[config.mk]
export PLATFORM = sky130hd
export DESIGN_NAME = link_stack
export DESIGN_NICKNAME = d
export VERILOG_FILES = /design/src/rtl/link_stack_pkg.sv /design/src/rtl/link_stack_occ.sv /design/src/rtl/link_stack_mem.sv /design/src/rtl/link_stack_ctrl.sv /design/src/rtl/link_stack.sv
export SDC_FILE = /design/constraint.sdc
export NUM_CORES = 1
export LEC_CHECK = 0
export BUFFER_PORTS_ARGS = -buffer_cell sky130_fd_sc_hd__buf_2
export CAP_MARGIN = 15
export CORE_UTILIZATION = 39
export DETAILED_ROUTE_END_ITERATION = 10
export SYNTH_ARGS = -nofsm -noshare
export SYNTH_HDL_FRONTEND = slang
export SYNTH_SLANG_ARGS = --single-unit
[constraint.sdc]
create_clock -name clk -period 4.55 [get_ports clk]
set_input_delay 0.455 -clock clk [delete_from_list [all_inputs] [get_ports clk]]
set_output_delay 0.455 -clock clk [all_outputs]
set_load 0.005 [all_outputs]
[src/rtl/link_stack_pkg.sv]
package link_stack_pkg;

    typedef enum logic [1:0] {
        ST_IDLE,
        ST_POPPED,
        ST_OVF,
        ST_UNF
    } ls_state_e;

    typedef enum logic [1:0] {
        CMD_NONE,
        CMD_PUSH,
        CMD_POP,
        CMD_CLASH
    } ls_cmd_e;

endpackage

[src/rtl/link_stack_occ.sv]
module link_stack_occ #(
    parameter int DEPTH   = 16,
    parameter int RESERVE = 4,
    localparam int CNT_W  = $clog2(DEPTH + 1)
) (
    input  logic             clk,
    input  logic             rst_n,
    input  logic             push_en,
    input  logic             pop_en,
    input  logic             drop,
    output logic [CNT_W-1:0] count,
    output logic             empty,
    output logic             full,
    output logic             at_limit,
    output logic             err
);
    localparam logic [CNT_W-1:0] DEPTH_C = CNT_W'(DEPTH);
    localparam logic [CNT_W-1:0] LIMIT_C = CNT_W'(DEPTH - RESERVE);

    always_ff @(posedge clk) begin
        if (!rst_n) begin
            count <= '0;
            err   <= 1'b0;
        end else begin
            if (push_en) begin
                count <= count + 1'b1;
            end else if (pop_en) begin
                count <= count - 1'b1;
            end
            if (drop) begin
                err <= 1'b1;
            end
        end
    end

    always_comb begin
        empty    = (count == '0);
        full     = (count == DEPTH_C);
        at_limit = (count >= LIMIT_C);
    end

endmodule

[src/rtl/link_stack_mem.sv]
module link_stack_mem #(
    parameter int DEPTH  = 16,
    parameter int PC_W   = 32,
    parameter int LB_W   = 8,
    localparam int CNT_W = $clog2(DEPTH + 1),
    localparam int ENT_W = PC_W + LB_W
) (
    input  logic             clk,
    input  logic             rst_n,
    input  logic             push_en,
    input  logic             pop_en,
    input  logic [CNT_W-1:0] count,
    input  logic [PC_W-1:0]  wr_pc,
    input  logic [LB_W-1:0]  wr_lb,
    output logic [PC_W-1:0]  rd_pc,
    output logic [LB_W-1:0]  rd_lb
);
    logic [ENT_W-1:0] slot [DEPTH];
    logic [ENT_W-1:0] top_ent;

    for (genvar g = 0; g < DEPTH; g++) begin : g_slot
        logic [ENT_W-1:0] ent_q;
        always_ff @(posedge clk) begin
            if (push_en && (count == CNT_W'(g))) begin
                ent_q <= {wr_pc, wr_lb};
            end
        end
        assign slot[g] = ent_q;
    end

    always_comb begin
        top_ent = '0;
        for (int i = 0; i < DEPTH; i++) begin
            if (count == CNT_W'(i + 1)) begin
                top_ent = slot[i];
            end
        end
    end

    always_ff @(posedge clk) begin
        if (!rst_n) begin
            rd_pc <= '0;
            rd_lb <= '0;
        end else if (pop_en) begin
            rd_pc <= top_ent[ENT_W-1:LB_W];
            rd_lb <= top_ent[LB_W-1:0];
        end
    end

endmodule

[src/rtl/link_stack_ctrl.sv]
module link_stack_ctrl
    import link_stack_pkg::*;
(
    input  logic clk,
    input  logic rst_n,
    input  logic call_i,
    input  logic ret_i,
    input  logic ovf_en_i,
    input  logic empty,
    input  logic full,
    input  logic at_limit,
    output logic push_en,
    output logic pop_en,
    output logic drop,
    output logic ret_valid,
    output logic ovf_trap,
    output logic unf_trap,
    output logic mask_off
);
    ls_state_e state_q;
    ls_state_e state_d;
    ls_cmd_e   cmd;

    always_comb begin
        if (call_i && ret_i) begin
            cmd = CMD_CLASH;
        end else if (call_i) begin
            cmd = CMD_PUSH;
        end else if (ret_i) begin
            cmd = CMD_POP;
        end else begin
            cmd = CMD_NONE;
        end
    end

    always_comb begin
        push_en = (cmd == CMD_PUSH) && !full;
        drop    = (cmd == CMD_PUSH) && full;
        pop_en  = (cmd == CMD_POP) && !empty;
    end

    always_comb begin
        state_d = ST_IDLE;
        unique case (cmd)
            CMD_POP:   state_d = empty ? ST_UNF : ST_POPPED;
            CMD_PUSH:  state_d = (at_limit && ovf_en_i) ? ST_OVF : ST_IDLE;
            CMD_NONE:  state_d = ST_IDLE;
            CMD_CLASH: state_d = ST_IDLE;
            default:   state_d = ST_IDLE;
        endcase
    end

    always_ff @(posedge clk) begin
        if (!rst_n) begin
            state_q <= ST_IDLE;
        end else begin
            state_q <= state_d;
        end
    end

    always_comb begin
        ret_valid = 1'b0;
        ovf_trap  = 1'b0;
        unf_trap  = 1'b0;
        mask_off  = 1'b0;
        unique case (state_q)
            ST_IDLE:   ;
            ST_POPPED: ret_valid = 1'b1;
            ST_OVF:    ovf_trap  = 1'b1;
            ST_UNF: begin
                unf_trap = 1'b1;
                mask_off = 1'b1;
            end
            default:   ;
        endcase
    end

endmodule

[src/rtl/link_stack.sv]
module link_stack #(
    parameter int DEPTH   = 16,
    parameter int RESERVE = 4,
    parameter int PC_W    = 32,
    parameter int LB_W    = 8,
    localparam int CNT_W  = $clog2(DEPTH + 1)
) (
    input  logic             clk,
    input  logic             rst_n,
    input  logic             call_i,
    input  logic             ret_i,
    input  logic [PC_W-1:0]  call_pc_i,
    input  logic [LB_W-1:0]  call_lb_i,
    input  logic             ovf_en_i,
    output logic [PC_W-1:0]  ret_pc_o,
    output logic [LB_W-1:0]  ret_lb_o,
    output logic             ret_valid_o,
    output logic             ovf_trap_o,
    output logic             unf_trap_o,
    output logic             mask_off_o,
    output logic [CNT_W-1:0] count_o,
    output logic             empty_o,
    output logic             at_limit_o,
    output logic             err_o
);
    logic push_en;
    logic pop_en;
    logic drop;
    logic full;

    link_stack_ctrl u_ctrl (
        .clk       (clk),
        .rst_n     (rst_n),
        .call_i    (call_i),
        .ret_i     (ret_i),
        .ovf_en_i  (ovf_en_i),
        .empty     (empty_o),
        .full      (full),
        .at_limit  (at_limit_o),
        .push_en   (push_en),
        .pop_en    (pop_en),
        .drop      (drop),
        .ret_valid (ret_valid_o),
        .ovf_trap  (ovf_trap_o),
        .unf_trap  (unf_trap_o),
        .mask_off  (mask_off_o)
    );

    link_stack_occ #(
        .DEPTH   (DEPTH),
        .RESERVE (RESERVE)
    ) u_occ (
        .clk      (clk),
        .rst_n    (rst_n),
        .push_en  (push_en),
        .pop_en   (pop_en),
        .drop     (drop),
        .count    (count_o),
        .empty    (empty_o),
        .full     (full),
        .at_limit (at_limit_o),
        .err      (err_o)
    );

    link_stack_mem #(
        .DEPTH (DEPTH),
        .PC_W  (PC_W),
        .LB_W  (LB_W)
    ) u_mem (
        .clk     (clk),
        .rst_n   (rst_n),
        .push_en (push_en),
        .pop_en  (pop_en),
        .count   (count_o),
        .wr_pc   (call_pc_i),
        .wr_lb   (call_lb_i),
        .rd_pc   (ret_pc_o),
        .rd_lb   (ret_lb_o)
    );

endmodule

==> results.json, run 1 <==
{
  "busiest_layer": "met2",
  "worstMarginPinSlew_ps": 1090,
  "antenna_found_initial": 3,
  "place_congestion": 0.875,
  "die_y_um": 268,
  "routed_wl_um": 88300,
  "status": "completed",
  "syn_avg_cell_area_um2": 14.2,
  "fmax_mhz": 272,
  "synth_area_leaders": "edfxtp_1 70%, dfxtp_1 3.5%, a21oi_1 2.6%, nor2_1 1.9%, o21ai_0 1.8%",
  "yosysTopAreaCellShare_pct": 69.6,
  "final.min_clock_period_ps": 3680,
  "p_per_area_nw_per_um2": 506,
  "cts-hold-fix-buffers": 0,
  "drcViolationCount": 0,
  "syn-cell-area_um2": 27600,
  "yosys-top-cells-count": "640 x edfxtp_1, 146 x a21oi_1, 137 x nor2_1",
  "syn_nets": 1995,
  "antenna_left": 0,
  "insertion_delay_ps": 620,
  "required_ps": 4810,
  "grt_use_total_pct": 24.5,
  "wl_per_cell_um": 29.1,
  "port-buffer-count": 96,
  "yosysMostFrequentCell": "edfxtp_1",
  "final_cell_area_um2": 31800,
  "cp_data_arrival_time_ps": 3940,
  "num_antenna_cells": 0,
  "cts.htree.levels": 3,
  "cts_tree": "yes",
  "grt_remaining_overflow": 0,
  "critPathKind": "flip-flop to flip-flop",
  "drive_gt1_share_pct": 15.4,
  "finalCritPeriodShare_pct": 80.9,
  "met2_usage_pct": 38.6,
  "crit_fanout": 43,
  "ir_drop_uv": 315,
  "die_w_um": 268,
  "synth_ff_type": "edfxtp_1",
  "post_cts_resized": 0,
  "cap_violations": 0,
  "cts_buffers": 72,
  "worstSetupEndpointType": "flip-flop",
  "cts_sinks": 688,
  "slew_headroom_pct": 27.0,
  "holdWs_ps": 121,
  "synth.distinct_cells": 87,
  "cpMostUsedCell": "buf_4",
  "area_delta_synth_final_pct": 15.0,
  "clk_path_buf_depth": 3,
  "rsz0062_at_grt": "false",
  "worst_setup_path_start_kind": "flip-flop",
  "async_reset_ff_share_pct": 0,
  "first_global_vias": 18100,
  "synthCells": 1944,
  "grt_first_pass_wirelength_um": 126000,
  "leakagePower_nw": 10.1,
  "yosysSeqAreaShare_pct": 73.0,
  "hold_violations": 0,
  "core_area_um2": 70000,
  "yosysTopAreaCell": "edfxtp_1",
  "clk_pin_slew_ps": 60,
  "first_pass_iters": 7,
  "initial_core_util_pct": 39.5,
  "viasPerCell": 6.08,
  "die-area_um2": 71900,
  "fin_cells": 3036,
  "groute.layer.met1.usage_pct": 33.8,
  "finalSetupViolCount": 0,
  "slew_viol_final": 0,
  "synth_edf_count": 640,
  "place_inst": 2903,
  "setup_tns_ps": 0,
  "yosysWarnings": 0,
  "n_fill_cell": 6181,
  "cts_root_buf": "clkbuf_16",
  "finalPower_w": 0.0161,
  "finalNetCount": 2088,
  "grt_max_degree": 72,
  "max_stage_delay_ps": 690,
  "slowest_stage": "or3_1",
  "ios": 97,
  "rows": 97,
  "met3_usage_pct": 4.75,
  "worst_clock_skew_ps": 19.0,
  "placed_area_um2": 29300,
  "drt-initial-drc-count": 2490,
  "ys_seq_elements": 688,
  "vias": 18500,
  "cp_cell_sequence": "inv_1 > ha_2 > buf_4 > nand2_1 > or3_1 > nor2_4 > buf_4",
  "hold_path.class": "input port to flip-flop",
  "dp_hpwl_um": 53000,
  "postCtsSetupBuffers": 0
}
==> flip-flops by register name (all words and copies together), names as in the netlist <==
signal / flops
u_ctrl.state_q: 2
u_mem.g_slot.ent_q: 640
u_mem.rd_lb: 8
u_mem.rd_pc: 32
u_occ.count: 5
u_occ.err: 1
==> cells in the final DEF (no fill, tap or decap), types with 9 or more instances in the layout <==
cell,synthesis,routed
a2111oi_0,9,9
a211oi_1,45,45
a21o_1,10,10
a21oi_1,146,146
a221oi_1,42,42
a22oi_1,25,25
a31oi_1,24,24
and2_1,11,11
buf_2,62,96
buf_4,10,64
clkbuf_1,55,22
clkbuf_16,0,77
clkinv_1,2,9
dfxtp_1,48,45
edfxtp_1,640,640
inv_1,12,12
nand2_1,129,128
nand2b_1,11,11
nand3_1,48,48
nand3b_1,14,14
nor2_1,137,122
nor2_4,3,18
nor2b_1,17,17
nor3_1,16,15
o2111ai_1,23,23
o211ai_1,15,15
o21ai_0,100,100
o21ai_1,13,13
o221ai_1,23,23
o22ai_1,53,53
or3_1,27,27
==> layer usage <==
| metal | vias to the layer above | routed length (um) |
|---|---|---|
| met3 | 180 | 8790 |
| met4 | 2 | 2910 |
| met1 | 9258 | 36000 |
| li1 | 7908 | - |
| met5 | - | 10 |
| met2 | 1110 | 40600 |
==> path summary, 6_finish.rpt <==
kind	start	endpoint	slack (ps)	cells after the start
setup / recovery	u_occ.count[0]	u_mem.g_slot[8].ent_q[1]	870	7
hold / removal	ovf_en_i	u_ctrl.state_q[1]	120	3
setup reg to reg	u_occ.count[0]	u_mem.g_slot[8].ent_q[1]	870	7
hold reg to reg	u_occ.err	u_occ.err	490	2
==> power breakdown <==
part	leakage [nW]	total [W]	internal (W)	switching, W
combinational	2.76	0.00269	0.000819	0.00187
clock	1.18	0.00609	0.00365	0.00244
sequential	6.16	0.00729	0.00713	0.000162
total	10.1	0.0161	0.0116	0.00447
==> worst max-delay path: cells and delay by family (launching register included) <==
family	cells	cell delay, ps
fa+ha+maj	1	560
buf+inv	3	1240
flops	1	390
simple gates	3	1090
==> stage by stage <==
step / setup WS (ps) / util (%)
5_1_grt: 663 / 45.4
3_3_place_gp: 1060 / 41.9
3_5_place_dp: 981 / 41.9
6_report: 870 / 45.4
4_1_cts: 983 / 45.4
2_1_floorplan: 238 / -
==> kinds of logic after synthesis <==
logic type,after synthesis,share of synthesized area [%]
DFF,688,73.0
AOI/OAI and AO/OA,611,14.8
and+or+nand+nor,473,8.96
buffers and inverters,160,2.78
adders and majority gates,6,0.272
xor gates and xnor gates,5,0.159
muxes,1,0.0362
==> cell type report <==
class                   count  area (um^2)  share of cell area (%)
repair buffers            163         1020                    3.21
clock buffers             105         2090                    6.59
well taps                 940         1180                    3.70
clock inverters            28          350                    1.10
flip-flops and latches    688        20200                    63.5
multi-input cells        1096         6880                    21.7
inverters                  16         60.1                   0.189
Power figures use the tool's default switching activity.
==> run 2, diff against run 1 <==
==> constraint.sdc (replaced) <==
create_clock -name clk -period 3.5 [get_ports clk]
set_input_delay 0.35 -clock clk [delete_from_list [all_inputs] [get_ports clk]]
set_output_delay 0.35 -clock clk [all_outputs]
set_load 0.005 [all_outputs]
==> results.json, run 2 (synthesized netlist as in run 1, its figures left out) <==
{
  "p_per_area_nw_per_um2": 647,
  "first_pass_iters": 6,
  "die_w_um": 268,
  "routed_wl_um": 86800,
  "antenna_left": 0,
  "grt_max_degree": 58,
  "critPathKind": "flip-flop to flip-flop",
  "crit_fanout": 12,
  "cts_buffers": 72,
  "vias": 18900,
  "rows": 97,
  "worstSetupEndpointType": "flip-flop",
  "cts_root_buf": "clkbuf_16",
  "slew_headroom_pct": 45.3,
  "met3_usage_pct": 5.81,
  "regToRegStartpoint": "u_occ.count[0]",
  "drt-initial-drc-count": 2342,
  "die_y_um": 268,
  "ir_drop_uv": 394,
  "cts.htree.levels": 3,
  "finalPower_w": 0.0208,
  "viasPerCell": 6.12,
  "finalCritPeriodShare_pct": 87.3,
  "final_cell_mix": "640 x edfxtp_1, 146 x a21oi_1, 128 x nand2_1",
  "ios": 97,
  "rsz0062_at_grt": "false",
  "grt_use_total_pct": 24.3,
  "placed_area_um2": 29800,
  "insertion_delay_ps": 620,
  "worst_clock_skew_ps": 29.5,
  "place_congestion": 0.882,
  "hold_violations": 0,
  "cp-startpoint": "u_occ.count[0]",
  "wl_per_cell_um": 28.2,
  "min-delay-start": "ovf_en_i",
  "initial_core_util_pct": 39.5,
  "setup_tns_ps": 0,
  "largest_register_ffs": 640,
  "first_global_vias": 18500,
  "largestRegisters": "u_mem.g_slot.ent_q: 640 flops, u_mem.rd_pc: 32 flops, u_mem.rd_lb: 8 flops",
  "drcViolationCount": 0,
  "hold_path.class": "input port to flip-flop",
  "dp_hpwl_um": 53000,
  "cp_data_arrival_time_ps": 3560,
  "cts_tree": "yes",
  "core_area_um2": 70000,
  "cap_violations": 0,
  "leakagePower_nw": 10.3,
  "holdWs_ps": 37.7,
  "cts_sinks": 688,
  "busiest_layer": "met2",
  "met2_usage_pct": 38.1,
  "die-area_um2": 71900,
  "clk_path_buf_depth": 3,
  "worstMarginPinSlew_ps": 818,
  "finalNetCount": 2128,
  "final_cell_area_um2": 32200,
  "layout_commonest_cell": "edfxtp_1",
  "regMostFlops": "u_mem.g_slot.ent_q",
  "port-buffer-count": 96,
  "finalSetupViolCount": 0,
  "grt_remaining_overflow": 0,
  "postCtsSetupBuffers": 0,
  "drive_gt1_share_pct": 17.1,
  "groute.layer.met1.usage_pct": 32.7,
  "grt_first_pass_wirelength_um": 127000,
  "antenna_found_initial": 8,
  "cts-hold-fix-buffers": 0,
  "fmax_mhz": 327,
  "post_cts_resized": 0,
  "slew_viol_final": 0,
  "worst_setup_path_start_kind": "flip-flop",
  "status": "completed",
  "required_ps": 4010,
  "clk_pin_slew_ps": 60,
  "final.min_clock_period_ps": 3060,
  "area_delta_synth_final_pct": 16.4
}
[run 2: worst paths after layout]
path / cells past startpoint / slack [ps] / to
max: 10 / 440 / u_mem.rd_lb[3]
min: 3 / 40 / u_ctrl.state_q[1]
max reg2reg: 10 / 440 / u_mem.rd_lb[3]
min reg2reg: 2 / 490 / u_occ.err
[run 2: critical path, stage by stage (launching register included)]
cell      delay, ps
dfxtp_1         480
inv_1           190
ha_2            330
or4b_4          280
inv_2            80
nor3_4          620
buf_4           320
nand2_1         150
a211oi_1        280
o21a_1          160
nor3_1           40
[run 2: routing by layer]
metal / vias to the layer above / part of all wire (%) / wire length (um)
li1: 8011 / - / -
met1: 9621 / 40 / 34900
met2: 1060 / 46 / 40100
met3: 166 / 11 / 9210
met4: 6 / 2.9 / 2500
met5: - / 0.048 / 42
[run 2: where the power goes]
group          switching [W]  total (W)  leakage (nW)  internal [W]
Clock                0.00325    0.00769          1.16       0.00444
Combinational        0.00248    0.00367          2.99       0.00119
Sequential          0.000170    0.00943          6.16       0.00926
[run 2: through the flow]
| step | setup slack [ps] | instances | util, % |
|---|---|---|---|
| 5_1_grt | 300 | 3079 | 45.9 |
| 4_1_cts | 223 | 3076 | 45.9 |
| 3_5_place_dp | 227 | 2942 | 42.5 |
| 3_3_place_gp | 262 | 2942 | 42.5 |
| 2_1_floorplan | -512 | 1944 | - |
| 6_report | 443 | 3080 | 45.9 |
[run 2: layout make-up]
cell class	count	area [um^2]
fillers	6151	37900
flip-flops and latches	688	20200
multi-input cells	1096	6880
clock buffers	94	2000
repair buffers	203	1460
well taps	940	1180
clock inverters	40	393
inverters	16	60.1
diodes	3	7.51
==> run 3, diff against run 2 <==
--- a/config.mk
+++ b/config.mk
@@ -7,7 +7,7 @@
 export LEC_CHECK = 0
 export BUFFER_PORTS_ARGS = -buffer_cell sky130_fd_sc_hd__buf_2
 export CAP_MARGIN = 15
-export CORE_UTILIZATION = 39
+export CORE_UTILIZATION = 40
 export DETAILED_ROUTE_END_ITERATION = 10
 export SYNTH_ARGS = -nofsm -noshare
 export SYNTH_HDL_FRONTEND = slang
==> results.json, run 3 (synthesized netlist as in run 1, its figures left out) <==
{
  "slew_headroom_pct": 27.3,
  "insertion_delay_ps": 620,
  "worst_setup_path_start_kind": "flip-flop",
  "cp-startpoint": "u_occ.count[0]",
  "regToRegStartpoint": "u_occ.count[0]",
  "initial_core_util_pct": 40.8,
  "n_fill_cell": 5915,
  "path_delay_family": "compound AO/OA/AOI/OAI gates",
  "antenna_found_initial": 5,
  "wl_per_cell_um": 29.1,
  "seqCellArea_um2": 20200,
  "status": "completed",
  "reg2reg_slack_ps": 270,
  "layout_commonest_cell": "edfxtp_1",
  "leakagePower_nw": 10.2,
  "p_int_w": 0.0147,
  "largestRegisters": "u_mem.g_slot.ent_q: 640 flops, u_mem.rd_pc: 32 flops, u_mem.rd_lb: 8 flops",
  "cts_root_buf": "clkbuf_16",
  "viasPerCell": 6.28,
  "crit_fanout": 24,
  "path_buf_inv": 3,
  "worst_clock_skew_ps": 34.9,
  "max_stage_delay_ps": 490,
  "place_inst": 2866,
  "vias": 18800,
  "pwr-share-clk_pct": 36.1,
  "die_w_um": 265,
  "crit_cells": 10,
  "grt_use_total_pct": 24.6,
  "drive_gt1_share_pct": 16.4,
  "clk_pin_slew_ps": 70,
  "final_cell_mix": "640 x edfxtp_1, 146 x a21oi_1, 128 x nand2_1",
  "p_sw_w": 0.00580,
  "setup_slack_ps": 266,
  "core_area_um2": 67800,
  "worstSetupEndpointType": "flip-flop",
  "post-place-ws_ps": 70.3,
  "die_y_um": 265,
  "cp_data_arrival_time_ps": 3740,
  "ios": 97,
  "antenna_left": 0,
  "fin_cells": 2996,
  "cap_violations": 0,
  "drt-initial-drc-count": 2615,
  "fmax_mhz": 309,
  "seqPwrFrac_pct": 46.2,
  "drcViolationCount": 0,
  "worstMarginPinSlew_ps": 1060,
  "critPathKind": "flip-flop to flip-flop",
  "cp_cell_sequence": "inv_1 > ha_2 > buf_4 > nand3b_1 > a21oi_1 > buf_4 > o21bai_1 > a211oi_1 > o21ai_1 > a311oi_1",
  "cts_sinks": 688,
  "cpMostUsedCell": "buf_4",
  "cts_buffers": 72,
  "p_per_area_nw_per_um2": 641,
  "swShare_pct": 28.3,
  "clk_path_buf_depth": 3,
  "regMostFlops": "u_mem.g_slot.ent_q",
  "required_ps": 4000,
  "grt_remaining_overflow": 0,
  "place_congestion": 0.915,
  "grt_first_pass_wirelength_um": 126000,
  "hold_path.class": "input port to flip-flop",
  "hold_violations": 0,
  "cts_tree": "yes",
  "grt_max_degree": 47,
  "rows": 95,
  "slowest_stage": "dfxtp_1",
  "r2r-end": "u_mem.rd_pc[18]",
  "ir_drop_uv": 317,
  "cts.htree.levels": 3,
  "routed_wl_um": 87200,
  "first_pass_iters": 6,
  "dp_hpwl_um": 53900,
  "finalPower_w": 0.0205,
  "holdWs_ps": 40.5,
  "area_delta_synth_final_pct": 15.5,
  "die-area_um2": 70100,
  "largest_register_ffs": 640,
  "first_global_vias": 18200,
  "finalCritPeriodShare_pct": 92.4,
  "port-buffer-count": 96,
  "final.min_clock_period_ps": 3230,
  "multi_input_area_um2": 6890,
  "slew_viol_final": 0,
  "ff2ff_path_depth": 10,
  "rsz0062_at_grt": "false",
  "finalSetupViolCount": 0,
  "finalNetCount": 2118,
  "setup.worst_path.end": "u_mem.rd_pc[18]",
  "p_comb_share_pct": 17.8
}
[run 3: cell types whose count changed in the layout (fill, tap and decap cells not counted), moves of 2 or more]
cell / delta
inv_8: -2
buf_12: +5
diode_2: -2
clkinv_1: -7
clkinvlp_4: -4
buf_4: -14
clkinv_8: -3
clkbuf_1: +11
bufinv_16: -2
clkinv_4: +2
[run 3: power by group through the flow]
stage | clock [W] | sequential [W] | combinational [W]
after floorplan | 0 | 0.00953 | 0.00207
after global placement | 0 | 0.00961 | 0.00351
after detailed placement | 0 | 0.00962 | 0.00355
after CTS | 0.00747 | 0.00944 | 0.00356
after global routing | 0.00779 | 0.00946 | 0.00382
final | 0.00739 | 0.00945 | 0.00364
[run 3: cell type report]
| cell class | instances | area share, % |
|---|---|---|
| diodes | 1 | 0.00784 |
| clock buffers | 104 | 6.35 |
| clock inverters | 25 | 0.694 |
| flip-flops and latches | 688 | 63.2 |
| inverters | 16 | 0.188 |
| repair buffers | 193 | 4.53 |
| well taps | 873 | 3.42 |
| multi-input cells | 1096 | 21.6 |
[run 3: layer usage]
metal  global-route usage [%]  part of all wire [%]  up-vias
li1                         -                     -     7972
met1                     34.2                    40     9485
met2                     38.6                    46     1167
met3                     4.72                    11      193
met4                     8.75                   3.1        4
met5                        0                 0.031        -
[run 3: what timing repair did]
| action | 4_1_cts | 5_1_grt |
|---|---|---|
| buffers inserted | 0 | 0 |
| setup endpoints to repair | 0 | 1 |
| hold buffers | 0 | 0 |
| gates resized for setup | 0 | 2 |
[run 3: worst min path at each step]
stage	start	endpoint	slack, ps	depth (start not counted)
CTS	ovf_en_i	u_ctrl.state_q[1]	10	3
global route	ovf_en_i	u_ctrl.state_q[1]	70	3
global placement	u_occ.err	u_occ.err	480	2
finish	ovf_en_i	u_ctrl.state_q[1]	40	3
detailed placement	u_occ.err	u_occ.err	500	2
floorplan	call_lb_i[0]	u_mem.g_slot[0].ent_q[0]	450	0
[run 3: metrics by stage]
| step | setup TNS (ps) | utilization (%) | cell area, um^2 |
|---|---|---|---|
| finish | 0 | 47.1 | 31900 |
| global route | 0 | 47.1 | 31900 |
| CTS | 0 | 47.1 | 31900 |
| detailed placement | 0 | 43.8 | 29700 |
| global placement | 0 | 43.8 | 29700 |
| floorplan | -242790 | - | 27600 |
[run 3: worst reg2reg max path, delay by kind of cell, from the launching register on]
| family | cells | cell delay (ps) |
|---|---|---|
| flip-flops | 1 | 490 |
| AO/OA/AOI/OAI | 5 | 1160 |
| buffers and inverters | 3 | 720 |
| adder cells (fa/ha/maj) | 1 | 370 |
| AND/OR/NAND/NOR | 1 | 390 |
